File: src/rtl/rs_pkg.sv
package rs_pkg;
  typedef enum logic [1:0] {
    RS_IDLE = 2'd0,
    RS_WAIT = 2'd1,
    RS_EXEC = 2'd2
  } rs_state_e;
endpackage

File: src/rtl/rs_entry.sv
module rs_entry
  import rs_pkg::*;
#(
  parameter int TAG_W = 4,
  parameter int SEQ_W = 8
) (
  input  logic             clk_i,
  input  logic             rst_ni,
  input  logic             alloc_en_i,
  input  logic [SEQ_W-1:0] alloc_seq_i,
  input  logic [TAG_W-1:0] alloc_tag0_i,
  input  logic             alloc_rdy0_i,
  input  logic [TAG_W-1:0] alloc_tag1_i,
  input  logic             alloc_rdy1_i,
  input  logic             cdb_valid_i,
  input  logic [TAG_W-1:0] cdb_tag_i,
  input  logic             issue_en_i,
  input  logic             release_en_i,
  output logic             idle_o,
  output logic             exec_o,
  output logic             elig_o,
  output logic [SEQ_W-1:0] seq_o
);
  rs_state_e        state_q;
  logic             rdy0_q, rdy1_q;
  logic [TAG_W-1:0] tag0_q, tag1_q;
  logic [SEQ_W-1:0] seq_q;

  logic new_hit0, new_hit1, hit0, hit1;
  assign new_hit0 = cdb_valid_i && (cdb_tag_i == alloc_tag0_i);
  assign new_hit1 = cdb_valid_i && (cdb_tag_i == alloc_tag1_i);
  assign hit0     = cdb_valid_i && (cdb_tag_i == tag0_q);
  assign hit1     = cdb_valid_i && (cdb_tag_i == tag1_q);

  always_ff @(posedge clk_i or negedge rst_ni) begin
    if (!rst_ni) begin
      state_q <= RS_IDLE;
      rdy0_q  <= 1'b0;
      rdy1_q  <= 1'b0;
      tag0_q  <= '0;
      tag1_q  <= '0;
      seq_q   <= '0;
    end else if (alloc_en_i) begin
      state_q <= RS_WAIT;
      seq_q   <= alloc_seq_i;
      tag0_q  <= alloc_tag0_i;
      tag1_q  <= alloc_tag1_i;
      rdy0_q  <= alloc_rdy0_i | new_hit0;
      rdy1_q  <= alloc_rdy1_i | new_hit1;
    end else begin
      unique case (state_q)
        RS_WAIT: begin
          if (issue_en_i) state_q <= RS_EXEC;
          if (hit0) rdy0_q <= 1'b1;
          if (hit1) rdy1_q <= 1'b1;
        end
        RS_EXEC: begin
          if (release_en_i) state_q <= RS_IDLE;
        end
        default: ;
      endcase
    end
  end

  assign idle_o = (state_q == RS_IDLE);
  assign exec_o = (state_q == RS_EXEC);
  assign elig_o = (state_q == RS_WAIT) && rdy0_q && rdy1_q;
  assign seq_o  = seq_q;
endmodule

File: src/rtl/rs_age_rank.sv
module rs_age_rank #(
  parameter int NUM_ENTRIES = 5,
  parameter int SEQ_W       = 8,
  parameter int CNT_W       = 3
) (
  input  logic [NUM_ENTRIES-1:0]       elig_i,
  input  logic [NUM_ENTRIES*SEQ_W-1:0] seq_i,
  output logic [NUM_ENTRIES*CNT_W-1:0] rank_o
);
  function automatic logic is_older(logic [SEQ_W-1:0] a, logic [SEQ_W-1:0] b);
    logic [SEQ_W-1:0] d;
    d = a - b;
    return d[SEQ_W-1];
  endfunction

  for (genvar i = 0; i < NUM_ENTRIES; i++) begin : g_rank
    logic [CNT_W-1:0] cnt;
    always_comb begin
      cnt = '0;
      for (int j = 0; j < NUM_ENTRIES; j++) begin
        if (j != i && elig_i[j] &&
            is_older(seq_i[j*SEQ_W +: SEQ_W], seq_i[i*SEQ_W +: SEQ_W]))
          cnt = cnt + 1'b1;
      end
    end
    assign rank_o[i*CNT_W +: CNT_W] = cnt;
  end
endmodule

File: src/rtl/rs_fu_assign.sv
module rs_fu_assign #(
  parameter int NUM_ENTRIES = 5,
  parameter int NUM_FU      = 3,
  parameter int IDX_W       = 3,
  parameter int CNT_W       = 3
) (
  input  logic [NUM_ENTRIES-1:0]       elig_i,
  input  logic [NUM_ENTRIES*CNT_W-1:0] rank_i,
  input  logic [NUM_FU-1:0]            fu_free_i,
  output logic [NUM_FU-1:0]            grant_valid_o,
  output logic [NUM_FU*IDX_W-1:0]      grant_idx_o,
  output logic [NUM_ENTRIES-1:0]       issue_en_o
);
  // k-th free unit (by index) takes the entry of rank k
  always_comb begin
    int pos;
    pos           = 0;
    grant_valid_o = '0;
    grant_idx_o   = '0;
    issue_en_o    = '0;
    for (int j = 0; j < NUM_FU; j++) begin
      if (fu_free_i[j]) begin
        for (int i = 0; i < NUM_ENTRIES; i++) begin
          if (elig_i[i] && int'(rank_i[i*CNT_W +: CNT_W]) == pos) begin
            grant_valid_o[j]                 = 1'b1;
            grant_idx_o[j*IDX_W +: IDX_W]    = IDX_W'(i);
            issue_en_o[i]                    = 1'b1;
          end
        end
        pos = pos + 1;
      end
    end
  end
endmodule

File: src/rtl/rs_alloc_pick.sv
module rs_alloc_pick #(
  parameter int NUM_ENTRIES = 5,
  parameter int IDX_W       = 3,
  parameter int CNT_W       = 3
) (
  input  logic [NUM_ENTRIES-1:0] idle_i,
  input  logic                   rel_valid_i,
  input  logic [IDX_W-1:0]       rel_idx_i,
  output logic                   ready_o,
  output logic [IDX_W-1:0]       idx_o,
  output logic [CNT_W-1:0]       count_o
);
  always_comb begin
    logic found;
    found = 1'b0;
    idx_o = rel_idx_i;
    for (int i = NUM_ENTRIES - 1; i >= 0; i--) begin
      if (idle_i[i]) begin
        found = 1'b1;
        idx_o = IDX_W'(i);
      end
    end
    ready_o = found | rel_valid_i;
    count_o = CNT_W'($countones(idle_i)) + CNT_W'(rel_valid_i);
  end
endmodule

File: src/rtl/rs_pool_sched.sv
module rs_pool_sched #(
  parameter int NUM_ENTRIES = 5,
  parameter int NUM_FU      = 3,
  parameter int TAG_W       = 4,
  parameter int SEQ_W       = 8,
  localparam int IDX_W      = (NUM_ENTRIES > 1) ? $clog2(NUM_ENTRIES) : 1,
  localparam int CNT_W      = $clog2(NUM_ENTRIES + 1)
) (
  input  logic                    clk_i,
  input  logic                    rst_ni,
  input  logic                    alloc_valid_i,
  input  logic [SEQ_W-1:0]        alloc_seq_i,
  input  logic [TAG_W-1:0]        alloc_src0_tag_i,
  input  logic                    alloc_src0_rdy_i,
  input  logic [TAG_W-1:0]        alloc_src1_tag_i,
  input  logic                    alloc_src1_rdy_i,
  output logic                    alloc_ready_o,
  output logic [IDX_W-1:0]        alloc_idx_o,
  output logic [CNT_W-1:0]        free_count_o,
  input  logic                    cdb_valid_i,
  input  logic [TAG_W-1:0]        cdb_tag_i,
  input  logic [NUM_FU-1:0]       fu_free_i,
  input  logic                    done_valid_i,
  input  logic [IDX_W-1:0]        done_idx_i,
  output logic [NUM_FU-1:0]       grant_valid_o,
  output logic [NUM_FU*IDX_W-1:0] grant_idx_o,
  output logic [NUM_FU*SEQ_W-1:0] grant_seq_o
);
  logic [NUM_ENTRIES-1:0]       idle_v, exec_v, elig_v, issue_en, rel_en, alloc_en;
  logic [NUM_ENTRIES*SEQ_W-1:0] seq_flat;
  logic [NUM_ENTRIES*CNT_W-1:0] rank_flat;
  logic                         rel_hit;

  always_comb begin
    for (int i = 0; i < NUM_ENTRIES; i++) begin
      rel_en[i]   = done_valid_i && (done_idx_i == IDX_W'(i)) && exec_v[i];
      alloc_en[i] = alloc_valid_i && alloc_ready_o && (alloc_idx_o == IDX_W'(i));
    end
  end
  assign rel_hit = |rel_en;

  for (genvar i = 0; i < NUM_ENTRIES; i++) begin : g_entry
    rs_entry #(
      .TAG_W(TAG_W),
      .SEQ_W(SEQ_W)
    ) i_entry (
      .clk_i        (clk_i),
      .rst_ni       (rst_ni),
      .alloc_en_i   (alloc_en[i]),
      .alloc_seq_i  (alloc_seq_i),
      .alloc_tag0_i (alloc_src0_tag_i),
      .alloc_rdy0_i (alloc_src0_rdy_i),
      .alloc_tag1_i (alloc_src1_tag_i),
      .alloc_rdy1_i (alloc_src1_rdy_i),
      .cdb_valid_i  (cdb_valid_i),
      .cdb_tag_i    (cdb_tag_i),
      .issue_en_i   (issue_en[i]),
      .release_en_i (rel_en[i]),
      .idle_o       (idle_v[i]),
      .exec_o       (exec_v[i]),
      .elig_o       (elig_v[i]),
      .seq_o        (seq_flat[i*SEQ_W +: SEQ_W])
    );
  end

  rs_alloc_pick #(
    .NUM_ENTRIES(NUM_ENTRIES),
    .IDX_W      (IDX_W),
    .CNT_W      (CNT_W)
  ) i_alloc_pick (
    .idle_i      (idle_v),
    .rel_valid_i (rel_hit),
    .rel_idx_i   (done_idx_i),
    .ready_o     (alloc_ready_o),
    .idx_o       (alloc_idx_o),
    .count_o     (free_count_o)
  );

  rs_age_rank #(
    .NUM_ENTRIES(NUM_ENTRIES),
    .SEQ_W      (SEQ_W),
    .CNT_W      (CNT_W)
  ) i_age_rank (
    .elig_i (elig_v),
    .seq_i  (seq_flat),
    .rank_o (rank_flat)
  );

  rs_fu_assign #(
    .NUM_ENTRIES(NUM_ENTRIES),
    .NUM_FU     (NUM_FU),
    .IDX_W      (IDX_W),
    .CNT_W      (CNT_W)
  ) i_fu_assign (
    .elig_i        (elig_v),
    .rank_i        (rank_flat),
    .fu_free_i     (fu_free_i),
    .grant_valid_o (grant_valid_o),
    .grant_idx_o   (grant_idx_o),
    .issue_en_o    (issue_en)
  );

  always_comb begin
    grant_seq_o = '0;
    for (int j = 0; j < NUM_FU; j++) begin
      for (int i = 0; i < NUM_ENTRIES; i++) begin
        if (grant_valid_o[j] && grant_idx_o[j*IDX_W +: IDX_W] == IDX_W'(i))
          grant_seq_o[j*SEQ_W +: SEQ_W] = seq_flat[i*SEQ_W +: SEQ_W];
      end
    end
  end
endmodule

File: config.mk
export PLATFORM = sky130hd
export DESIGN_NAME = rs_pool_sched
export DESIGN_NICKNAME = d
export VERILOG_FILES = /design/src/rtl/rs_pkg.sv /design/src/rtl/rs_entry.sv /design/src/rtl/rs_age_rank.sv /design/src/rtl/rs_fu_assign.sv /design/src/rtl/rs_alloc_pick.sv /design/src/rtl/rs_pool_sched.sv
export SDC_FILE = /design/constraint.sdc
export NUM_CORES = 1
export LEC_CHECK = 0
export BUFFER_PORTS_ARGS = -buffer_cell sky130_fd_sc_hd__buf_2
export CAP_MARGIN = 20
export CORE_UTILIZATION = 60
export DETAILED_ROUTE_END_ITERATION = 10
export GPL_TIMING_DRIVEN = 0
export PLACE_DENSITY = 0.82
export SKIP_LAST_GASP = 1
export SYNTH_ARGS = -nofsm -noshare
export SYNTH_HDL_FRONTEND = slang
export SYNTH_SLANG_ARGS = --single-unit
File: constraint.sdc
create_clock -name clk_i -period 6.05 [get_ports clk_i]
set_input_delay 1.21 -clock clk_i [delete_from_list [all_inputs] [get_ports clk_i]]
set_output_delay 1.21 -clock clk_i [all_outputs]
set_load 0.05 [all_outputs]
Word-level counts from Yosys, hierarchy flattened --
Index checks and enable logic that the tools add are counted.
Word-level totals: output and inout port bits 43, logic and storage cells 422, bits of input ports 33, bits in registers 100
Cells by class: muxes and demuxes 147, reduce and logical (&&, ||, !) cells 139, eq/ne operators 62, bitwise operators 3, add/subtract/negate cells 41
Operators by type and width (count):
- $eq 4x32->1 | 5
- $sub 8x8->8 | 20
- $mux 8 | 15
- $logic_and 1x1->1 | 88
- $mux 3 | 26
- $mux 1 | 76
- $eq 4x4->1 | 12
- $add 3x1->3 const B | 15
- $mux 2 | 21
- $mux 32 | 1
- $eq 3x2->1 const B | 10
- $logic_not 3->1 | 10
- $ne 3x1->1 const B | 10
- $reduce_bool 2->1 | 15
- $pmux 2 s2 | 5
- $reduce_and 2->1 | 10
- $eq 3x1->1 | 5
- $eq 3x1->1 const B | 5
- $eq 3x3->1 const B | 5
- $mux 5 | 3
- $reduce_and 3->1 | 5
- $reduce_bool 3->1 | 5
- $eq 2x1->1 const B | 5
- $eq 2x2->1 const B | 5
- other kinds (7) | 15

Longest topological paths before layout --
Gate-level depths: netlist of the first run.
depth after elaboration 25, mapped depth 26, mapped depth without buffers 26

Modules after synthesis --
A second synthesis of the first run with hierarchy kept.
Unflattened totals: cells, all modules 1064, area, all modules 10488.8 um^2
By module, submodules not included:
- rs_entry | cells each 77, area each 964.7 um^2, instances 5, seq. area each 500.5 um^2
- rs_age_rank | cells each 497, area each 3977.6 um^2, instances 1, seq. area each 0.0 um^2
- rs_pool_sched | cells each 84, area each 991.0 um^2, instances 1, seq. area each 0.0 um^2
- rs_fu_assign | cells each 78, area each 533.0 um^2, instances 1, seq. area each 0.0 um^2
- rs_alloc_pick | cells each 20, area each 163.9 um^2, instances 1, seq. area each 0.0 um^2

Worst setup path after synthesis of the first run --
OpenSTA, ideal clock, no wires.
path type register -> output, start point register g_entry[0].i_entry.seq_q[1], end point output port grant_seq_o[17], stages on the path, launching flop included 24, arrival 5.379 ns, setup slack -0.539 ns, data required time 4.840 ns, buffers on the path 1, cells stage by stage dfrtp_1 -> inv_1 -> ha_1 -> a21o_1 -> a21o_1 -> a21oi_1 -> nor2b_1 -> o21ai_0 -> nand2b_1 -> a21oi_1 -> xnor2_1 -> and2_1 -> ha_1 -> nor3_1 -> mux2i_1 -> o31ai_4 -> ha_1 -> mux2i_2 -> xnor2_1 -> or4_4 -> and4bb_1 -> buf_6 -> a221oi_1 -> a211oi_1
On the way: word-level cells in the longest chain between the ends 23
RTL lines:
- from (decl) | line rs_entry.sv:27 | logic [SEQ_W-1:0] seq_q;
- from (signal assigned) | line rs_entry.sv:45 | seq_q <= alloc_seq_i;
- $sub 8x8->8 | line rs_age_rank.sv:12 | d = a - b;
- $logic_and 1x1->1 | line rs_age_rank.sv:21 | if (j != i && elig_i[j] &&
- $mux 1 | line rs_age_rank.sv:21
- $add 3x1->3 | line rs_age_rank.sv:23 | cnt = cnt + 1'b1;
- $mux 3 | line rs_age_rank.sv:21
- $add 3x1->3 | line rs_age_rank.sv:23
- $mux 3 | line rs_age_rank.sv:21
- $add 3x1->3 | line rs_age_rank.sv:23
- (+3 left out)
- $mux 1 | line rs_fu_assign.sv:24 | if (elig_i[i] && int'(rank_i[i*CNT_W +: CNT_W]) == pos) begin
- $mux 2 / $mux 1 (equally long branches) (2 in a row) | line rs_fu_assign.sv:24
- $mux 3 / $mux 1 (equally long branches) | line rs_fu_assign.sv:24
- $mux 3 / $mux 1 (equally long branches) | line rs_fu_assign.sv:22, rs_fu_assign.sv:24
- $logic_not 3->1 / $mux 1 (equally long branches) | line rs_pool_sched.sv:107, rs_fu_assign.sv:22
- $logic_and 1x1->1 | line rs_pool_sched.sv:107 | if (grant_valid_o[j] && grant_idx_o[j*IDX_W +: IDX_W] == IDX_W'(i))
- $mux 8 (4 in a row) | line rs_pool_sched.sv:107
- $mux 8 * | line rs_pool_sched.sv:107
- to (decl) | line rs_pool_sched.sv:27 | output logic [NUM_FU*SEQ_W-1:0] grant_seq_o
Every way passes the cells marked *; elsewhere a longest branch is shown, timed or not.

Worst setup path after layout of the first run --
start point register g_entry[4].i_entry.seq_q[1], end point output port grant_seq_o[5]
On the way: word-level cells in the longest chain between the ends 20
RTL lines:
- from (decl) | line rs_entry.sv:27
- from (signal assigned) | line rs_entry.sv:45
- $sub 8x8->8 | line rs_age_rank.sv:12
- $logic_and 1x1->1 | line rs_age_rank.sv:21
- $mux 1 | line rs_age_rank.sv:21
- $add 3x1->3 | line rs_age_rank.sv:23
- $mux 3 | line rs_age_rank.sv:21
- $add 3x1->3 | line rs_age_rank.sv:23
- $mux 3 | line rs_age_rank.sv:21
- $add 3x1->3 | line rs_age_rank.sv:23
- $mux 3 | line rs_age_rank.sv:21
- $logic_not 3->1 | line rs_fu_assign.sv:24
- $logic_and 1x1->1 | line rs_fu_assign.sv:24
- $mux 3 | line rs_fu_assign.sv:24
- $mux 3 | line rs_fu_assign.sv:22 | if (fu_free_i[j]) begin
- $logic_not 3->1 | line rs_pool_sched.sv:107
- $logic_and 1x1->1 | line rs_pool_sched.sv:107
- $mux 8 (4 in a row) | line rs_pool_sched.sv:107
- $mux 8 * | line rs_pool_sched.sv:107
Marks and branches as above.

==> impl_results.md, run 1 <==
* Yosys Warn Count at 0
* I/O Buffers at 75
* RSZ-0062 raised after global routing: true
* Layout cell share with drive strength beyond 1 at 0.3517
* Critical Path AT at 5.12 ns
* Setup crit start kind: register
* Setup violators final at 25
* Post-Syn Area per Cell at 9.186 um2
* Worst setup startpoint: g_entry[4].i_entry.seq_o[1]
* Post-synth top area cell: dfrtp_1
* Sequential area share after synthesis at 0.2419
* Crit Path Class: reg -> out
* Sink Count at 100
* GRT busiest layer: met2
* Syn Nets at 1316
* Setup_tns at -4.601 ns
* Site Rows at 47
* Fin Clk Skew at 0.007123 ns
* Cell area after layout at 13260 um2
* Dpl hpwl at 24080 um
* R2R Setup Slk at 1.15 ns
* GR Overflow Total at 0
* Via density at 6.703
* Main combinational cell family by area after synthesis: compound AO/OA/AOI/OAI gates
* First-pass GRT wire length at 52100 um
* Root Buffer: clkbuf_16
* Register bit total from synthesis at 100
* Distinct cell type count after synthesis at 90
* Commonest cells post-synth: ha_1 (155), dfrtp_1 (100), nand2_1 (76)
* Synth area leaders: dfrtp_1 (24%), ha_1 (19%), mux2_2 (7.2%), xnor2_1 (4.0%), xor2_1 (3.5%)
* # Max-Cap Violations at 0
* Simple-gate area share of the yosys netlist at 0.1502
* Crit path to: grant_seq_o[5]
* Antenna violations before repair at 1
* Diodes inserted at 0
* Crit Path Max Fanout at 8
* Asr flop ratio synth at 1.000
* Nets@finish at 1476
* Post-synthesis mux area share at 0.09060
* Met3 Track Usage GR at 0.04985
* Rel. slew slack at 0.3984
* Worst r2r path cells at 24
* Drt total wl at 36000 um
* Max-slew violations at 0
* Top-count cell post-synth: ha_1
* Max IR drop VDD at 0.0005540 V
* Antenna viol nets, final at 0
* Status: complete, but fails checks
* Synth Area in Compound Gates at 0.1927
* Routed vias at 10130
* Vias in the first global route at 9564
* CTS buffer count at 9
* Met2 Track Usage GR at 0.6305
* Skew-Pair Late Insertion Delay at 0.35 ns
* CTS tree: built
* GRT Total Usage at 0.3842
* 1st-iter DRT viols at 1146
* Crit path required time at 4.84 ns
* Largest net degree at the start of global routing at 58
* Final hold violations at 0
* Fill count at 1015
* Power Dens Cells at 506.9 nW/um2
* Drt first pass iters at 9
* CTS Buffer Depth at 2
* Worst slew pin tran at 0.9025 ns
* R2r endpoint: g_entry[3].i_entry.state_q[1]
* Ports at 76
* Initial core utilization at 0.6193
* Post-synth EDFFs at 0
* Die ar. at 17770 um2
* Drt drc at 0
* Hold_ws at 0.5258 ns
* Gate Count Post-Synth at 1126
* Most used DFF post-synth: dfrtp_1
* Top-area cell type share of the netlist area at 0.2419
* Tmin final at 6.325 ns
* Pleak at 5.906 nW
* Worst setup margin at -0.2752 ns
* Reg2reg start: g_entry[0].i_entry.seq_o[0]
* Die outline width at 133.3 um
* H-tree Lvls at 3
* DIE HEIGHT at 133.3 um
* Synth Area in Adders at 0.1923
* Mapped Area at 10340 um2
* Core area at 16700 um2
* Final Util at 0.7941
* Met1 track demand over resource at 0.4847
* Max Freq at 0.1581 GHz
* Hold Crit Class: reg -> reg
* Setup crit end kind: primary output
* Worst-path clk slew at 0.07 ns
* Synth-to-Final Area Change at 28.22%
* Dpl cell area at 11160 um2
* Fin crit share at 1.045
* Cts hold-fix bufs at 0
* Xor/xnor share of the synthesized area at 0.08794
* Routability congestion estimate at 0.9913
* WL/cell at 23.83 um
* Failing checks: setup timing
## metal layers
layer	wire, um	up-vias
met1	13170	4815
met5	0	-
met3	3664	198
met2	16710	746
li1	-	4369
met4	2455	0
## where the power goes
part	leakage, nW	total, W	internal [W]	switching, W
Combinational	4.59	0.00462	0.00196	0.00267
Clock	0.140	0.000547	0.000292	0.000255
Sequential	1.17	0.00155	0.00102	0.000537
Total	5.91	0.00672	0.00326	0.00346
## cells in the final DEF, fill, tap and decap left out, types with 9 or more instances in the layout
| cell | netlist | layout |
|---|---|---|
| xnor2_1 | 47 | 45 |
| nand2b_1 | 34 | 33 |
| clkbuf_1 | 23 | 19 |
| dfrtp_2 | 0 | 20 |
| nand3_1 | 18 | 16 |
| a21oi_2 | 1 | 18 |
| xor2_1 | 41 | 38 |
| nor3_1 | 30 | 16 |
| ha_1 | 155 | 137 |
| inv_1 | 71 | 58 |
| a221oi_2 | 1 | 11 |
| o21ai_0 | 43 | 32 |
| a21oi_1 | 54 | 35 |
| o211ai_1 | 11 | 11 |
| o22ai_1 | 13 | 10 |
| nor2b_1 | 21 | 17 |
| buf_2 | 8 | 52 |
| a211oi_1 | 14 | 9 |
| dfrtp_1 | 100 | 80 |
| a22oi_1 | 19 | 11 |
| nor2_4 | 0 | 10 |
| buf_6 | 2 | 33 |
| nor2_1 | 55 | 42 |
| buf_4 | 1 | 71 |
| mux2_2 | 66 | 64 |
| ha_4 | 0 | 15 |
| a21o_1 | 30 | 29 |
| nand2_1 | 76 | 69 |
| and3_1 | 13 | 13 |
| clkbuf_16 | 0 | 9 |
| o21ai_1 | 8 | 14 |
## metrics by stage
stage,cells,power [W],setup slack (ns)
final,1511,0.006723,-0.2752
after global routing,1511,0.007089,-0.4617
after CTS,1480,0.006306,-0.2032
after detailed placement,1424,0.005317,-0.9955
after global placement,1421,0.005181,-0.9446
after floorplan,1126,0.004278,-0.05878
## final cells by class
type	count	area [um2]	share of cell area
multi-input combinational	912	8452	0.6373
sequential	100	2527	0.1906
timing repair buffer	152	1215	0.09160
inverter	74	302.8	0.02283
tap	220	275.3	0.02075
clock buffer	11	242.7	0.01830
buffer	37	211.5	0.01594
clock inverter	5	36.28	0.002736
## what timing repair did
item | in CTS | in global routing
setup buffers | 44 | 32
gates cloned | 0 | 0
pin swaps | 65 | 57
resized for setup | 208 | 86
endpoints found under the setup margin | 36 | 34
## flip-flops by register name (all words and copies together) (netlist names)
register	count
g_entry.i_entry.rdy0_q	5
g_entry.i_entry.state_q	10
g_entry.i_entry.tag1_q	20
g_entry.i_entry.seq_o	40
g_entry.i_entry.tag0_q	20
g_entry.i_entry.rdy1_q	5
## critical path, stage by stage (launching register included)
cell,delay (ns)
dfrtp_2,0.46
buf_4,0.17
ha_4,0.21
a21o_1,0.15
a21o_1,0.17
a21oi_1,0.16
nor2b_1,0.07
o21ai_1,0.16
nand2b_1,0.10
a21oi_2,0.17
xnor2_1,0.13
and2_4,0.19
ha_4,0.15
inv_1,0.04
o211a_1,0.13
a21oi_2,0.14
ha_2,0.19
inv_2,0.04
a311oi_2,0.28
nor3_4,0.08
a21boi_4,0.17
buf_6,0.13
a2111oi_4,0.36
and3_1,0.23
buf_6,0.18
a221oi_2,0.08
nor3_2,0.22
buf_6,0.20
## cell families after synthesis
family | count (synthesis)
adders and majority gates | 158
DFF | 100
AOI/OAI and AO/OA | 277
and+or+nand+nor | 300
muxes | 82
xor gates and xnor gates | 95
buffers and inverters | 114
## how the worst min path moves through the flow
stage	slack (ns)	start	cells past startpoint	to
after floorplan	0.48	g_entry[2].i_entry.state_q[0]	1	g_entry[2].i_entry.state_q[0]
after global placement	0.50	g_entry[2].i_entry.state_q[0]	1	g_entry[2].i_entry.state_q[0]
after detailed placement	0.51	g_entry[2].i_entry.state_q[0]	1	g_entry[2].i_entry.state_q[0]
after CTS	0.53	g_entry[1].i_entry.tag1_q[1]	1	g_entry[1].i_entry.tag1_q[1]
after global routing	0.54	g_entry[3].i_entry.tag0_q[3]	1	g_entry[3].i_entry.tag0_q[3]
final	0.53	g_entry[3].i_entry.tag0_q[3]	1	g_entry[3].i_entry.tag0_q[3]
(Power assumes the default switching activity.)
==> run 2: changes to the inputs <==
--- a/config.mk
+++ b/config.mk
@@ -7,10 +7,11 @@
 export LEC_CHECK = 0
 export BUFFER_PORTS_ARGS = -buffer_cell sky130_fd_sc_hd__buf_2
 export CAP_MARGIN = 20
+export CORE_ASPECT_RATIO = 0.9
 export CORE_UTILIZATION = 60
 export DETAILED_ROUTE_END_ITERATION = 10
 export GPL_TIMING_DRIVEN = 0
-export PLACE_DENSITY = 0.82
+export PLACE_DENSITY = 0.81
 export SKIP_LAST_GASP = 1
 export SYNTH_ARGS = -nofsm -noshare
 export SYNTH_HDL_FRONTEND = slang
==> impl_results.md, run 2 (synthesis results as in run 1) <==
* Multi-input logic area at 8584 um2 (was 8452 um2)
* Antenna viol nets, final at 0 (unchanged)
* Tmin final at 6.481 ns (was 6.325 ns)
* 1st-iter DRT viols at 1270 (was 1146)
* Root Buffer: clkbuf_16 (unchanged)
* Crit Path Class: reg -> out (unchanged)
* Antenna violations before repair at 0 (was 1)
* Drt first pass iters at 5 (was 9)
* Max Freq at 0.1543 GHz (was 0.1581 GHz)
* Setup crit end kind: primary output (unchanged)
* RSZ-0062 raised after global routing: true (unchanged)
* Routed vias at 10260 (was 10130)
* Site Rows at 45 (was 47)
* Setup violators final at 29 (was 25)
* Hold_ws at 0.5294 ns (was 0.5258 ns)
* Die outline width at 140.4 um (was 133.3 um)
* Max reg flops at 40 (unchanged)
* Diodes inserted at 0 (unchanged)
* Skew-Pair Late Insertion Delay at 0.36 ns (was 0.35 ns)
* Rel. slew slack at 0.4038 (was 0.3984)
* WL/cell at 25.49 um (was 23.83 um)
* Crit path required time at 4.84 ns (about the same)
* Fin crit share at 1.071 (was 1.045)
* CTS tree: built (unchanged)
* Cell area after layout at 13460 um2 (was 13260 um2)
* Worst slew pin tran at 0.8868 ns (was 0.9025 ns)
* DIE HEIGHT at 126.6 um (was 133.3 um)
* CTS Buffer Depth at 2 (unchanged)
* Nets@finish at 1479 (was 1476)
* Crit Path Max Fanout at 9 (was 8)
* Worst setup margin at -0.4311 ns (was -0.2752 ns)
* FF+latch area at 2532 um2 (was 2527 um2)
* Worst-path clk slew at 0.08 ns (was 0.07 ns)
* Via density at 6.815 (was 6.703)
* Drt total wl at 38360 um (was 36000 um)
* Pre-CTS setup slack at -1.064 ns (was -0.9955 ns)
* Core area at 16890 um2 (was 16700 um2)
* Status: complete, but fails checks (unchanged)
* Fill count at 1017 (was 1015)
* GRT Total Usage at 0.4024 (was 0.3842)
* Critical Path AT at 5.27 ns (was 5.12 ns)
* Fin Clk Skew at 0.01377 ns (was 0.007123 ns)
* Dpl cell area at 11150 um2 (was 11160 um2)
* Die ar. at 17770 um2 (about the same)
* Cts hold-fix bufs at 0 (unchanged)
* Ports at 76 (unchanged)
* Power Dens Cells at 523.3 nW/um2 (was 506.9 nW/um2)
* Layout cell share with drive strength beyond 1 at 0.3694 (was 0.3517)
* H-tree Lvls at 3 (unchanged)
* Dpl hpwl at 25070 um (was 24080 um)
* Setup crit start kind: register (unchanged)
* Max-slew violations at 0 (unchanged)
* Most common cell after layout, fill and taps aside: ha_1 (unchanged)
* Most frequent cells in the layout: ha_1 (135), dfrtp_1 (76), buf_4 (72) (was ha_1 (137), dfrtp_1 (80), buf_4 (71))
* Max IR drop VDD at 0.0005458 V (was 0.0005540 V)
* Pleak at 5.977 nW (was 5.906 nW)
* # Max-Cap Violations at 0 (unchanged)
* CTS buffer count at 9 (unchanged)
* Initial core utilization at 0.6124 (was 0.6193)
* Vias in the first global route at 9734 (was 9564)
* Final hold violations at 0 (unchanged)
* Sink Count at 100 (unchanged)
* Routability congestion estimate at 1.044 (was 0.9913)
* Synth-to-Final Area Change at 30.11% (was 28.22%)
* GR Overflow Total at 0 (unchanged)
* Failing checks: setup timing (unchanged)
* Drt drc at 0 (unchanged)
* Hold Crit Class: reg -> reg (unchanged)
* Largest net degree at the start of global routing at 62 (was 58)
* I/O Buffers at 75 (unchanged)
* First-pass GRT wire length at 53960 um (was 52100 um)
==> run 2: final cells by class <==
cell class                 count  share of cell area
inverter                      74             0.02231
multi-input combinational    912              0.6379
tap                          211             0.01962
clock inverter                 5            0.003719
sequential                   100              0.1882
timing repair buffer         155             0.09399
clock buffer                  11             0.01878
buffer                        37             0.01553
==> run 2: worst max-delay path: stages (launching register included) <==
cell and delay (ns):
dfrtp_1 0.67, inv_1 0.31, ha_1 0.41, and3_1 0.20
a221oi_1 0.38, o31a_1 0.31, mux2i_2 0.61, a211oi_2 0.18
or3_4 0.45, a211o_4 0.39, and4bb_1 0.23, buf_6 0.16
a221oi_2 0.33, a211oi_4 0.05, buf_4 0.20
==> run 2: timing repair <==
| action | CTS | global route |
|---|---|---|
| buffers inserted | 49 | 29 |
| endpoints found under the setup margin | 36 | 35 |
| gates cloned | 0 | 0 |
| pin swaps | 56 | 72 |
| resized for setup | 204 | 125 |
==> run 2: layer usage <==
| metal | GRT usage | routed length [um] |
|---|---|---|
| met4 | 0.1771 | 2200 |
| met2 | 0.6315 | 16940 |
| met3 | 0.09740 | 4448 |
| met1 | 0.5291 | 14770 |
| met5 | 0 | 0 |
==> run 2: through the flow <==
stage | TNS [ns] | std cells | utilization | total power (W)
5_1_grt | -10.61 | 1505 | 0.7967 | 0.007368
2_1_floorplan | -0.05878 | 1126 | - | 0.004278
4_1_cts | -3.284 | 1477 | 0.7482 | 0.006460
3_5_place_dp | -22.86 | 1415 | 0.6601 | 0.005410
6_report | -7.537 | 1505 | 0.7967 | 0.007042
3_3_place_gp | -20.23 | 1412 | 0.6574 | 0.005272
==> run 2: worst paths after layout <==
kind | start | end | slack, ns | cells after the start
setup reg to reg | g_entry[1].i_entry.seq_o[1] | g_entry[1].i_entry.state_q[1] | 0.98 | 24
min in group asynchronous | rst_ni | g_entry[1].i_entry.tag0_q[0] | 0.83 | 1
hold / removal | g_entry[2].i_entry.state_q[0] | g_entry[2].i_entry.state_q[0] | 0.53 | 1
max in group asynchronous | rst_ni | g_entry[2].i_entry.seq_o[5] | 4.49 | 2
setup / recovery | g_entry[3].i_entry.seq_o[6] | grant_seq_o[19] | -0.43 | 14
hold reg to reg | g_entry[2].i_entry.state_q[0] | g_entry[2].i_entry.state_q[0] | 0.53 | 1
==> run 2: power breakdown <==
part | total [W] | switching, W | internal, W
clock | 0.000594 | 0.000282 | 0.000312
combinational | 0.00483 | 0.00279 | 0.00203
sequential | 0.00162 | 0.000605 | 0.00102
total | 0.00704 | 0.00368 | 0.00336
==> run 3: changes to the inputs <==
--- a/config.mk
+++ b/config.mk
@@ -8,10 +8,10 @@
 export BUFFER_PORTS_ARGS = -buffer_cell sky130_fd_sc_hd__buf_2
 export CAP_MARGIN = 20
 export CORE_ASPECT_RATIO = 0.9
-export CORE_UTILIZATION = 60
+export CORE_UTILIZATION = 57
 export DETAILED_ROUTE_END_ITERATION = 10
 export GPL_TIMING_DRIVEN = 0
-export PLACE_DENSITY = 0.81
+export PLACE_DENSITY = 0.79
 export SKIP_LAST_GASP = 1
 export SYNTH_ARGS = -nofsm -noshare
 export SYNTH_HDL_FRONTEND = slang
==> constraint.sdc (replaced) <==
create_clock -name clk_i -period 5.2 [get_ports clk_i]
set_input_delay 1.04 -clock clk_i [delete_from_list [all_inputs] [get_ports clk_i]]
set_output_delay 1.04 -clock clk_i [all_outputs]
set_load 0.05 [all_outputs]
==> impl_results.md, run 3 (synthesis results as in run 1) <==
* GRT Total Usage at 0.3962 (was 0.4024)
* Crit Path Class: reg -> out (unchanged)
* Worst slew pin tran at 0.9932 ns (was 0.8868 ns)
* Failing checks: setup timing (unchanged)
* Most frequent cells in the layout: ha_1 (135), dfrtp_1 (79), buf_4 (77) (was ha_1 (135), dfrtp_1 (76), buf_4 (72))
* Antenna violations before repair at 0 (unchanged)
* Max reg flops at 40 (unchanged)
* FF+latch area at 2529 um2 (was 2532 um2)
* Max-slew violations at 0 (unchanged)
* Vias in the first global route at 9903 (was 9734)
* Power Dens Cells at 588.5 nW/um2 (was 523.3 nW/um2)
* Drt total wl at 37710 um (was 38360 um)
* CTS buffer count at 9 (unchanged)
* Status: complete, but fails checks (unchanged)
* Via density at 6.590 (was 6.815)
* Setup crit end kind: primary output (unchanged)
* RSZ-0062 raised after global routing: true (unchanged)
* Pleak at 6.099 nW (was 5.977 nW)
* Cell area after layout at 13960 um2 (was 13460 um2)
* Max IR drop VDD at 0.0006932 V (was 0.0005458 V)
* Synth-to-Final Area Change at 35.01% (was 30.11%)
* Drt first pass iters at 8 (was 5)
* Dpl cell area at 11730 um2 (was 11150 um2)
* Crit Path Max Fanout at 9 (unchanged)
* Sink Count at 100 (unchanged)
* Rel. slew slack at 0.3379 (was 0.4038)
* Hold_ws at 0.5273 ns (was 0.5294 ns)
* Final hold violations at 0 (unchanged)
* DIE HEIGHT at 129.8 um (was 126.6 um)
* Core area at 17670 um2 (was 16890 um2)
* Cts hold-fix bufs at 0 (unchanged)
* Root Buffer: clkbuf_16 (unchanged)
* Max Freq at 0.1620 GHz
* Ports at 76 (unchanged)
* Die outline width at 144.0 um (was 140.4 um)
* Overall power at 0.008218 W (was 0.007042 W)
* I/O Buffers at 75 (unchanged)
* WL/cell at 24.25 um (was 25.49 um)
* 1st-iter DRT viols at 1300 (was 1270)
* Fin Clk Skew at 0.009388 ns (was 0.01377 ns)
* Fill count at 1069 (was 1017)
* Crit path required time at 4.16 ns (was 4.84 ns)
* Dpl hpwl at 25170 um (was 25070 um)
* Die ar. at 18690 um2 (was 17770 um2)
* Skew-Pair Late Insertion Delay at 0.35 ns (was 0.36 ns)
* Fin crit share at 1.187
* CTS Buffer Depth at 2 (unchanged)
* Worst-path clk slew at 0.07 ns (was 0.08 ns)
* Critical Path AT at 5.13 ns (was 5.27 ns)
* Layout cell share with drive strength beyond 1 at 0.3764 (was 0.3694)
* Setup crit start kind: register (unchanged)
* Largest net degree at the start of global routing at 69 (was 62)
* CTS tree: built (unchanged)
* Initial core utilization at 0.5854 (was 0.6124)
* Routability congestion estimate at 1.038 (was 1.044)
* First-pass GRT wire length at 55320 um (was 53960 um)
* Most common cell after layout, fill and taps aside: ha_1 (unchanged)
* Worst setup margin at -0.9728 ns (was -0.4311 ns)
* # Max-Cap Violations at 0 (unchanged)
* Hold Crit Class: reg -> reg (unchanged)
* H-tree Lvls at 3 (unchanged)
* Multi-input logic area at 8721 um2 (was 8584 um2)
* Diodes inserted at 0 (unchanged)
* Site Rows at 46 (was 45)
* Routed vias at 10250 (was 10260)
* Nets@finish at 1500 (was 1479)
* Antenna viol nets, final at 0 (unchanged)
* Setup violators final at 36 (was 29)
* Drt drc at 0 (unchanged)
* GR Overflow Total at 0 (unchanged)
* Tmin final at 6.173 ns
run 3: changes by cell type in the layout (fill, tap and decap cells not counted), sizes merged:
cell,previous run,this run
inv,74,72
buf,170,191
clkinv,2,5
clkinvlp,3,2
run 3: path summary, 6_finish.rpt:
| kind | startpoint | to | slack, ns | cells past startpoint |
|---|---|---|---|---|
| worst min-delay path | g_entry[0].i_entry.tag1_q[0] | g_entry[0].i_entry.tag1_q[0] | 0.53 | 1 |
| min in group asynchronous | rst_ni | g_entry[1].i_entry.seq_o[2] | 0.62 | 1 |
| max in group asynchronous | rst_ni | g_entry[3].i_entry.tag0_q[1] | 3.88 | 2 |
| worst max-delay path | g_entry[0].i_entry.seq_o[5] | grant_seq_o[18] | -0.97 | 20 |
| worst max register to register | g_entry[3].i_entry.seq_o[6] | g_entry[4].i_entry.state_q[1] | 0.09 | 17 |
| worst min register to register | g_entry[0].i_entry.tag1_q[0] | g_entry[0].i_entry.tag1_q[0] | 0.53 | 1 |
run 3: layout make-up:
cell class,count,area share
plain buffers,38,0.01720
multi-input cells,912,0.6245
well taps,240,0.02150
repair buffers,175,0.1123
inverters,74,0.02204
flip-flops and latches,100,0.1811
clock buffers,11,0.01738
clock inverters,5,0.004032
run 3: critical path, stage by stage (launching register included):
cell and delay (ns):
dfrtp_1 0.77, inv_1 0.27, ha_1 0.37, o21ai_1 0.09, nand2b_1 0.09, a21oi_2 0.17
xnor2_1 0.08, and2_4 0.16, ha_4 0.29, nor3_2 0.04, mux2i_1 0.25, o31ai_4 0.15
buf_6 0.17, xor2_4 0.18, xnor2_2 0.15, or4_4 0.55, and4bb_1 0.30, buf_6 0.17
a221oi_2 0.08, o21ai_2 0.24, buf_6 0.20
run 3: repair_timing:
item,4_1_cts,5_1_grt
resized for setup,217,50
pin swaps,83,52
endpoints found under the setup margin,40,38
buffers inserted,71,28
gates cloned,0,0
run 3: routing by layer:
layer,vias up,GRT usage,share of wire
li1,4410,-,-
met5,-,0,0
met3,173,0.07706,0.12
met1,4949,0.5318,0.39
met4,0,0.1583,0.047
met2,715,0.6294,0.45
run 3: power by group:
group | internal [W] | total [W] | switching, W | leakage (nW)
Clock | 0.000351 | 0.000672 | 0.000321 | 0.147
Combinational | 0.00242 | 0.00572 | 0.00330 | 4.78
Sequential | 0.00118 | 0.00183 | 0.000643 | 1.17
run 3: stage by stage:
stage | util | setup slack, ns | setup TNS (ns) | std cells
floorplan | - | -0.2425 | -4.403 | 1126
global placement | 0.6614 | -1.200 | -31.48 | 1441
detailed placement | 0.6639 | -1.228 | -33.00 | 1444
finish | 0.7903 | -0.9728 | -28.34 | 1555
CTS | 0.7662 | -0.9239 | -22.94 | 1530
global route | 0.7903 | -1.131 | -33.28 | 1555
